<file path="config.mk">
export PLATFORM = sky130hd
export DESIGN_NAME = slv_verifier
export DESIGN_NICKNAME = d
export VERILOG_FILES = /design/src/rtl/svr_pkg.sv /design/src/rtl/svr_dec_engine.sv /design/src/rtl/svr_txn_ctrl.sv /design/src/rtl/slv_verifier.sv
export SDC_FILE = /design/constraint.sdc
export NUM_CORES = 1
export LEC_CHECK = 0
export BUFFER_PORTS_ARGS = -buffer_cell sky130_fd_sc_hd__buf_2
export CELL_PAD_IN_SITES_DETAIL_PLACEMENT = 1
export CELL_PAD_IN_SITES_GLOBAL_PLACEMENT = 1
export CORE_MARGIN = 2
export CORE_UTILIZATION = 30
export CTS_CLUSTER_SIZE = 20
export DETAILED_ROUTE_END_ITERATION = 16
export GPL_TIMING_DRIVEN = 0
export PLACE_DENSITY_LB_ADDON = 0.1
export SLEW_MARGIN = 5
export SYNTH_ARGS = -nofsm -noshare
export SYNTH_HDL_FRONTEND = slang
export SYNTH_SLANG_ARGS = --single-unit
</file>
<file path="constraint.sdc">
create_clock -name clk -period 13.35 [get_ports clk]
set_clock_uncertainty 0.05 [all_clocks]
set_input_delay 1.335 -clock clk [delete_from_list [all_inputs] [get_ports clk]]
set_output_delay 1.335 -clock clk [all_outputs]
set_load 0.005 [all_outputs]
</file>
<file path="src/rtl/svr_pkg.sv">
package svr_pkg;

  localparam int BLK_W  = 16;
  localparam int HALF_W = BLK_W / 2;
  localparam int KEY_W  = 32;

  typedef enum logic [1:0] {
    ST_IDLE = 2'd0,
    ST_WAIT = 2'd1,
    ST_DEC  = 2'd2
  } txn_st_t;

  // round mixing function on one half
  function automatic logic [HALF_W-1:0] mix_f(
    input logic [HALF_W-1:0] x,
    input logic [HALF_W-1:0] ka,
    input logic [HALF_W-1:0] kb,
    input logic [HALF_W-1:0] s
  );
    return ((x << 1) + ka) ^ (x + s) ^ ((x >> 2) + kb);
  endfunction

  // one inverse round: undo lo first, then hi
  function automatic logic [BLK_W-1:0] dec_round(
    input logic [BLK_W-1:0]  blk,
    input logic [KEY_W-1:0]  key,
    input logic [HALF_W-1:0] s
  );
    logic [HALF_W-1:0] hi;
    logic [HALF_W-1:0] lo;
    hi = blk[BLK_W-1:HALF_W];
    lo = blk[HALF_W-1:0];
    lo = lo - mix_f(hi, key[23:16], key[31:24], s);
    hi = hi - mix_f(lo, key[7:0],   key[15:8],  s);
    return {hi, lo};
  endfunction

  // digest over identity, key and plaintext
  function automatic logic [BLK_W-1:0] digest_f(
    input logic [BLK_W-1:0] sel,
    input logic [BLK_W-1:0] pt,
    input logic [KEY_W-1:0] key
  );
    logic [BLK_W-1:0] a;
    a = sel ^ key[15:0];
    return {a[12:0], a[15:13]} + (pt ^ key[31:16]);
  endfunction

endpackage

</file>
<file path="src/rtl/svr_dec_engine.sv">
module svr_dec_engine
  import svr_pkg::*;
#(
  parameter int ROUNDS = 32,
  parameter int DELTA  = 8'h9E
) (
  input  logic                 clk,
  input  logic                 rst_n,
  input  logic                 start,
  input  logic [BLK_W-1:0]     ct_in,
  input  logic [KEY_W-1:0]     key,
  output logic [BLK_W-1:0]     pt_out,
  output logic                 done
);

  localparam int RC_W = (ROUNDS > 1) ? $clog2(ROUNDS) : 1;
  localparam logic [HALF_W-1:0] D8    = HALF_W'(DELTA);
  localparam logic [HALF_W-1:0] SUM0  = HALF_W'(ROUNDS * DELTA);
  localparam logic [RC_W-1:0]   LAST  = RC_W'(ROUNDS - 1);

  logic [BLK_W-1:0]  blk_q;
  logic [HALF_W-1:0] sum_q;
  logic [RC_W-1:0]   rcnt_q;
  logic              run_q;

  always_ff @(posedge clk or negedge rst_n) begin
    if (!rst_n) begin
      blk_q  <= '0;
      sum_q  <= '0;
      rcnt_q <= '0;
      run_q  <= 1'b0;
      done   <= 1'b0;
    end else if (start) begin
      blk_q  <= ct_in;
      sum_q  <= SUM0;
      rcnt_q <= '0;
      run_q  <= 1'b1;
      done   <= 1'b0;
    end else if (run_q) begin
      blk_q  <= dec_round(blk_q, key, sum_q);
      sum_q  <= sum_q - D8;
      rcnt_q <= rcnt_q + 1'b1;
      done   <= (rcnt_q == LAST);
      if (rcnt_q == LAST) run_q <= 1'b0;
    end else begin
      done   <= 1'b0;
    end
  end

  assign pt_out = blk_q;

endmodule

</file>
<file path="src/rtl/svr_txn_ctrl.sv">
module svr_txn_ctrl
  import svr_pkg::*;
(
  input  logic              clk,
  input  logic              rst_n,
  input  logic [BLK_W-1:0]  self_id,
  input  logic              sel_valid,
  input  logic [BLK_W-1:0]  sel_value,
  input  logic              ct_valid,
  input  logic [BLK_W-1:0]  ct_data,
  input  logic              dg_valid,
  input  logic [BLK_W-1:0]  dg_data,
  input  logic              eng_done,
  output logic              ack,
  output logic              sel_hit,
  output logic              busy,
  output logic              eng_start,
  output logic [BLK_W-1:0]  ct_word,
  output logic [BLK_W-1:0]  dg_word,
  output logic              fire
);

  txn_st_t          st_q;
  logic             have_ct_q;
  logic             have_dg_q;
  logic [BLK_W-1:0] ct_hold_q;

  assign sel_hit   = sel_valid && (sel_value == self_id);
  assign busy      = (st_q != ST_IDLE);
  assign eng_start = (st_q == ST_WAIT) && (have_ct_q || ct_valid) && (have_dg_q || dg_valid);
  assign ct_word   = have_ct_q ? ct_hold_q : ct_data;
  assign fire      = (st_q == ST_DEC) && eng_done;

  always_ff @(posedge clk or negedge rst_n) begin
    if (!rst_n) begin
      st_q      <= ST_IDLE;
      have_ct_q <= 1'b0;
      have_dg_q <= 1'b0;
      ct_hold_q <= '0;
      dg_word   <= '0;
      ack       <= 1'b0;
    end else begin
      ack <= 1'b0;
      unique case (st_q)
        ST_IDLE: begin
          if (sel_hit) begin
            ack       <= 1'b1;
            have_ct_q <= 1'b0;
            have_dg_q <= 1'b0;
            st_q      <= ST_WAIT;
          end
        end
        ST_WAIT: begin
          if (ct_valid && !have_ct_q) begin
            ct_hold_q <= ct_data;
            have_ct_q <= 1'b1;
          end
          if (dg_valid && !have_dg_q) begin
            dg_word   <= dg_data;
            have_dg_q <= 1'b1;
          end
          if (eng_start) st_q <= ST_DEC;
        end
        ST_DEC: begin
          if (eng_done) st_q <= ST_IDLE;
        end
        default: st_q <= ST_IDLE;
      endcase
    end
  end

endmodule

</file>
<file path="src/rtl/slv_verifier.sv">
module slv_verifier
  import svr_pkg::*;
#(
  parameter int ROUNDS = 32,
  parameter int DELTA  = 8'h9E,
  parameter int CNT_W  = 8
) (
  input  logic              clk,
  input  logic              rst_n,
  input  logic [31:0]       key,
  input  logic [15:0]       self_id,
  input  logic              sel_valid,
  input  logic [15:0]       sel_value,
  input  logic              ct_valid,
  input  logic [15:0]       ct_data,
  input  logic              dg_valid,
  input  logic [15:0]       dg_data,
  output logic              ack_sel,
  output logic              verdict_valid,
  output logic              verdict_ok,
  output logic [15:0]       verdict_tag,
  output logic              result_valid,
  output logic [15:0]       result_data,
  output logic [CNT_W-1:0]  mismatch_count
);

  logic             sel_hit;
  logic             busy;
  logic             eng_start;
  logic             eng_done;
  logic             fire;
  logic [BLK_W-1:0] ct_word;
  logic [BLK_W-1:0] dg_word;
  logic [BLK_W-1:0] pt_word;
  logic [BLK_W-1:0] dg_expect;
  logic             dg_match;

  svr_txn_ctrl i_ctrl (
    .clk       (clk),
    .rst_n     (rst_n),
    .self_id   (self_id),
    .sel_valid (sel_valid),
    .sel_value (sel_value),
    .ct_valid  (ct_valid),
    .ct_data   (ct_data),
    .dg_valid  (dg_valid),
    .dg_data   (dg_data),
    .eng_done  (eng_done),
    .ack       (ack_sel),
    .sel_hit   (sel_hit),
    .busy      (busy),
    .eng_start (eng_start),
    .ct_word   (ct_word),
    .dg_word   (dg_word),
    .fire      (fire)
  );

  svr_dec_engine #(.ROUNDS(ROUNDS), .DELTA(DELTA)) i_eng (
    .clk    (clk),
    .rst_n  (rst_n),
    .start  (eng_start),
    .ct_in  (ct_word),
    .key    (key),
    .pt_out (pt_word),
    .done   (eng_done)
  );

  assign dg_expect = digest_f(self_id, pt_word, key);
  assign dg_match  = (dg_expect == dg_word);

  always_ff @(posedge clk or negedge rst_n) begin
    if (!rst_n) begin
      verdict_valid  <= 1'b0;
      verdict_ok     <= 1'b0;
      verdict_tag    <= '0;
      result_valid   <= 1'b0;
      result_data    <= '0;
      mismatch_count <= '0;
    end else begin
      verdict_valid <= fire;
      result_valid  <= fire && dg_match;
      if (fire) begin
        verdict_ok  <= dg_match;
        verdict_tag <= self_id;
        if (dg_match) result_data    <= pt_word;
        else          mismatch_count <= mismatch_count + 1'b1;
      end
    end
  end

endmodule

</file>
**After elaboration in Yosys (flattened, before gate mapping)**

Cells that the tools add are included.

- Add/sub/neg operators: 12
- Equal/unequal tests: 10
- Muxes and demuxes: 23
- Bitwise gates (word level): 7
- Reduce and logical (&&, ||, !) cells: 21

Operator list:

| operator | number |
|---|---|
| 2-to-1 mux 16 bit | 3 |
| adder 8 bit | 4 |
| == test 16 bit | 2 |
| XOR 16 bit | 2 |
| XOR 8 bit | 4 |
| adder 16 bit | 1 |
| adder 6 x 8 -> 8 bit | 2 |
| 2-to-1 mux 8 bit | 2 |
| subtractor 8 bit | 2 |
| 2-to-1 mux 1 bit | 10 |
| 2-to-1 mux 5 bit | 2 |
| AND reduction 3 bit | 3 |
| adder 8 x 1 -> 8 bit, second input constant | 1 |
| AND reduction 2 bit | 4 |
| subtractor 8 bit, second input constant | 1 |
| logical AND 1 bit | 7 |
| 2-to-1 mux 2 bit | 3 |
| != test 2 bit, second input constant | 3 |
| one-hot mux 2 bit (3 select lines) | 1 |
| adder 5 x 1 -> 5 bit, second input constant | 1 |
| == test 5 bit, second input constant | 1 |
| != test 2 x 1 -> 1 bit, second input constant | 2 |
| one-hot mux 1 bit (2 select lines) | 2 |
| nonzero test 2 bit | 2 |
| 6 further kinds | 8 |

- Bits of input ports: 101
- Output and inout port bits: 44
- Flip-flop bits (word level): 111
- Word-level logic and storage cells: 90

**Longest topological paths before layout**

- Word-level depth: 10
- Depth in mapped cells: 28
- Mapped depth without buffers: 28

**By module**

Synthesis repeated with hierarchy kept, for this count alone.

- Cell total of the unflattened synthesis: 789
- Area total of the unflattened synthesis: 8380.5 µm²

Modules (own cells, without submodules):

| module | instances | seq. area each (µm²) | cells an instance | area each (µm²) |
|---|---|---|---|---|
| svr_dec_engine | 1 | 750.7 | 378 | 3515.9 |
| slv_verifier | 1 | 1076.0 | 276 | 3039.2 |
| svr_txn_ctrl | 1 | 925.9 | 135 | 1825.5 |

**Worst setup path before layout**

Ideal clock, no wire load.

- Path type: input -> register
- Start: input port key[17]
- End: register i_eng.blk_q[15] (netlist: i_eng.pt_out[15])
- Path slack: 7.132 ns
- Setup time: 0.120 ns
- Arrival time: 6.048 ns
- Data required time: 13.180 ns
- Buffers on the path: 0
- Stages: 26
- Cells stage by stage: ha_1 > inv_1 > fa_1 > o21ai_0 > xnor2_1 > xnor2_1 > xnor2_1 > ha_1 > or2_2 > a21oi_1 > a31oi_1 > xnor3_1 > inv_1 > ha_1 > xor2_1 > xnor2_1 > xnor2_1 > xnor2_1 > xnor2_1 > ha_1 > a21o_1 > a21oi_1 > xnor2_1 > xnor2_1 > xnor2_1 > a31o_2

- Word-level cells in the longest chain between the ends: 10
- Elaborated cells between the ends (all ways): 12
- Those cells by class: add/sub (6); mux (2); bitwise (4)

RTL lines:

| what | RTL line | RTL |
|---|---|---|
| from (decl) | slv_verifier.sv:10 | `input logic [31:0] key,` |
| adder 8 bit (*) | svr_pkg.sv:20 | `return ((x << 1) + ka) ^ (x + s) ^ ((x >> 2) + kb);` |
| XOR 8 bit (*) (2 in a row) | svr_pkg.sv:20 |  |
| subtractor 8 bit (*) | svr_pkg.sv:33 | `lo = lo - mix_f(hi, key[23:16], key[31:24], s);` |
| adder 8 bit | svr_pkg.sv:20 |  |
| XOR 8 bit | svr_pkg.sv:20 |  |
| XOR 8 bit (*) | svr_pkg.sv:20 |  |
| subtractor 8 bit (*) | svr_pkg.sv:34 | `hi = hi - mix_f(lo, key[7:0], key[15:8], s);` |
| 2-to-1 mux 16 bit (*) | svr_dec_engine.sv:39 | `end else if (run_q) begin` |
| 2-to-1 mux 16 bit (*) | svr_dec_engine.sv:33 | `end else if (start) begin` |
| to (signal assigned) | svr_dec_engine.sv:34 | `blk_q <= ct_in;` |
| to (signal assigned) | svr_dec_engine.sv:40 | `blk_q <= dec_round(blk_q, key, sum_q);` |
| to (decl) | svr_dec_engine.sv:21 | `logic [BLK_W-1:0] blk_q;` |

Mark *: on every way between the ends. The rest lies on a longest branch, timed or not. The select of a mux whose other input is x is not followed.
A chain may end at the register's enable or synchronous reset.

**Final worst setup path**

Same ends and word-level chain as after synthesis.

==> flow_summary_export.csv <==
group,metric,value,unit
clocking,cts_made_buffers,9,
setup_path,worst-path-stages,27,
synthesis,synthFlopType,"dfrtp_1",
setup_path,worst-setup-path-type,"primary input to flop",
setup_path,max_stage_delay,0.52,ns
clocking,clock_latency,0.37,ns
clocking,clock-sinks,110,
setup_path,cpMostUsedCell,"xnor2_1",
floorplan,io_pins,145,
finish,layout_common_cells,"143 x buf_2, 110 x dfrtp_1, 104 x xnor2_1, 85 x nand2_1, 69 x ha_1",
floorplan,fp.dieH,171,um
floorplan,die_x,171,um
detailed_routing,wl,28.1,mm
timing,whs,0.421,ns
setup_path,crit_fanout,4,
synthesis,ys_warn_count,0,
detailed_routing,met1_length,13.5,mm
detailed_routing,dr_wl_met3,1.24,mm
run,max-cap-violations,0,
floorplan,start_util,30.2,%
timing,tns,0,ns
clocking,cts-root-buf,"clkbuf_16",
status,status,"completed",
global_routing,grt_pass1_vias,7040,
global_routing,gr-usage-all-layers,19.7,%
clocking,holdBufCountCts,0,
detailed_routing,routedWlPerCell,20.2,um
setup_path,startpoint_type,"primary input",
finish,finalNetCount,1183,
timing,fin_crit_sh,52.1,%
synthesis,synthCells,850,
synthesis,yosysSeqAreaShare,33.0,%
clocking,cts_resized,0,
clocking,cts_tree,"done",
finish,n_fill_cell,3246,
detailed_routing,met2_length,12.9,mm
detailed_routing,ant_nets,0,
setup_path,cp-end-kind,"flop",
setup_path,cp_num_buf_inv,3,
synthesis,avgSynthCellArea,9.83,um2
timing,worst_pin_slew,0.798,ns
finish,final_common_cell,"buf_2",
detailed_routing,vias,6780,
min_path,hold_path.class,"flop to flop",
synthesis,synth.ff_latch_count,110,
setup_path,cp.arrival,7.17,ns
min_path,holdPathStages,1,
synthesis,synth_edf_count,0,
synthesis,synthArstFlopShare,100,%
detailed_routing,vias_per_cell,4.88,
detailed_routing,drtPass1Iterations,4,
finish,syn2layout_area_growth,18.4,%
global_routing,grt_max_degree,67,
timing,period_needed,6.95,ns
clocking,htreeDepth,3,
timing,drv_slew,0,
finish,final_layout_size_suffix_gt1_share,22.2,%
timing,fmax,144,MHz
clocking,clock_path_buffers,2,
floorplan,core_area,27600,um2
setup_path,cp_slowest_cell,"xnor3_1",
finish,seqCellArea,2750,um2
floorplan,die_area,29200,um2
synthesis,synthesis.area,8350,um2
setup_path,cp_data_required_time,13.56,ns
clocking,postCtsSetupBuffers,0,
synthesis,syn_nets,1027,
finish,multi_input_area,5380,um2
detailed_routing,maxUsedRoutingLayer,"met4",
timing,rsz0062_at_grt,"false",
finish,final_util,35.8,%
clocking,path_clk_slew,0.08,ns
place,globalplace.congestion,0.813,
setup_path,reg2reg_depth,26,
timing,setup_violations,0,
place,placed_area,9580,um2
detailed_routing,drc,0,
global_routing,grt_pass1_wl,42.7,mm
synthesis,yosysUniqueCellTypes,57,
global_routing,grt_overflow,0,
timing,slew_headroom,46.8,%
timing,hold_viol,0,
place,port_buffers,144,
detailed_routing,drtIter0Drc,323,
floorplan,fp-row-count,61,
place,dpl.hpwl,23.0,mm
global_routing,antenna_found_initial,0,
finish,fin_area,9890,um2
setup_path,critical-path-top-delay-family,"XOR/XNOR gates",
## cell families after synthesis
group / count (synthesis) / share of synthesized area (%)
and+or+nand+nor: 218 / 13.0
xor gates and xnor gates: 164 / 17.5
AOI/OAI and AO/OA: 155 / 12.2
DFF: 110 / 33.0
adders and majority gates: 76 / 12.0
muxes: 70 / 9.51
buffers and inverters: 57 / 2.74
## state kept, by name, indices dropped and copies added (netlist names), 2 cells and up
| signal | cells |
|---|---|
| mismatch_count | 8 |
| i_ctrl.dg_word | 16 |
| i_ctrl.ct_hold_q | 16 |
| result_data | 16 |
| verdict_tag | 16 |
| i_eng.pt_out | 16 |
| i_eng.sum_q | 7 |
| i_ctrl.st_q | 2 |
| i_eng.rcnt_q | 5 |
## final timing paths
path | startpoint | slack (ns) | end
hold reg to reg | mismatch_count[7]$_DFFE_PN0P_ | 0.42 | mismatch_count[7]$_DFFE_PN0P_
setup reg to reg | i_eng.pt_out[8]$_DFFE_PN0N_ | 6.90 | i_eng.pt_out[15]$_DFFE_PN0N_
setup / recovery | key[17] | 6.40 | i_eng.pt_out[15]$_DFFE_PN0N_
max in group asynchronous | rst_n | 11.69 | result_data[11]$_DFFE_PN0P_
hold / removal | mismatch_count[7]$_DFFE_PN0P_ | 0.42 | mismatch_count[7]$_DFFE_PN0P_
min in group asynchronous | rst_n | 0.84 | mismatch_count[6]$_DFFE_PN0P_
## routing by layer
layer | global-route usage, % | vias to the layer above
li1 | - | 3290
met1 | 27.5 | 3328
met2 | 32.2 | 141
met3 | 2.59 | 21
met4 | 4.75 | 0
met5 | 0 | -
## area by class of cell
| cell class | count | share of cell area (%) |
|---|---|---|
| repair buffers | 145 | 7.63 |
| plain buffers | 23 | 1.02 |
| multi-input cells | 683 | 54.4 |
| flip-flops and latches | 110 | 27.8 |
| diodes | 1 | 0.0253 |
| clock buffers | 9 | 2.28 |
| clock inverters | 7 | 0.784 |
| inverters | 34 | 1.29 |
| well taps | 378 | 4.78 |
## per-stage QoR
stage | setup WS, ns | std cells
after global routing | 6.06 | 1389
final | 6.40 | 1390
after floorplan | 7.13 | 850
after CTS | 6.42 | 1389
after detailed placement | 6.05 | 1373
after global placement | 6.12 | 1372
## cell usage after synthesis, drive strengths merged (3+ instances only)
cell type	number	area, um2
ha	69	863
o21bai	7	52.6
a21oi	44	220
or2	5	31.3
o211ai	10	75.1
nand4	14	87.6
inv	34	128
fa	7	140
dfrtp	110	2750
a211o	3	26.3
nor2	30	113
nor3b	3	22.5
o21ai	25	129
a31oi	6	37.5
nand3	13	65.1
nor4	6	52.6
nand2	86	330
mux2	48	574
mux2i	22	220
a211oi	11	82.6
nor3	20	100
xor2	58	508
xnor2	104	911
o21a	8	60.1
nand2b	7	43.8
buf	6	37.5
and3	3	18.8
nand4b	4	35.0
o211a	3	30.0
clkbuf	17	63.8
a21o	23	173
and2	5	31.3
nand3b	3	22.5
nor2b	13	81.3
Power is left out: the tool's default activity adds up to more than one toggle a clock period on the data nets, which glitch-free logic cannot reach.
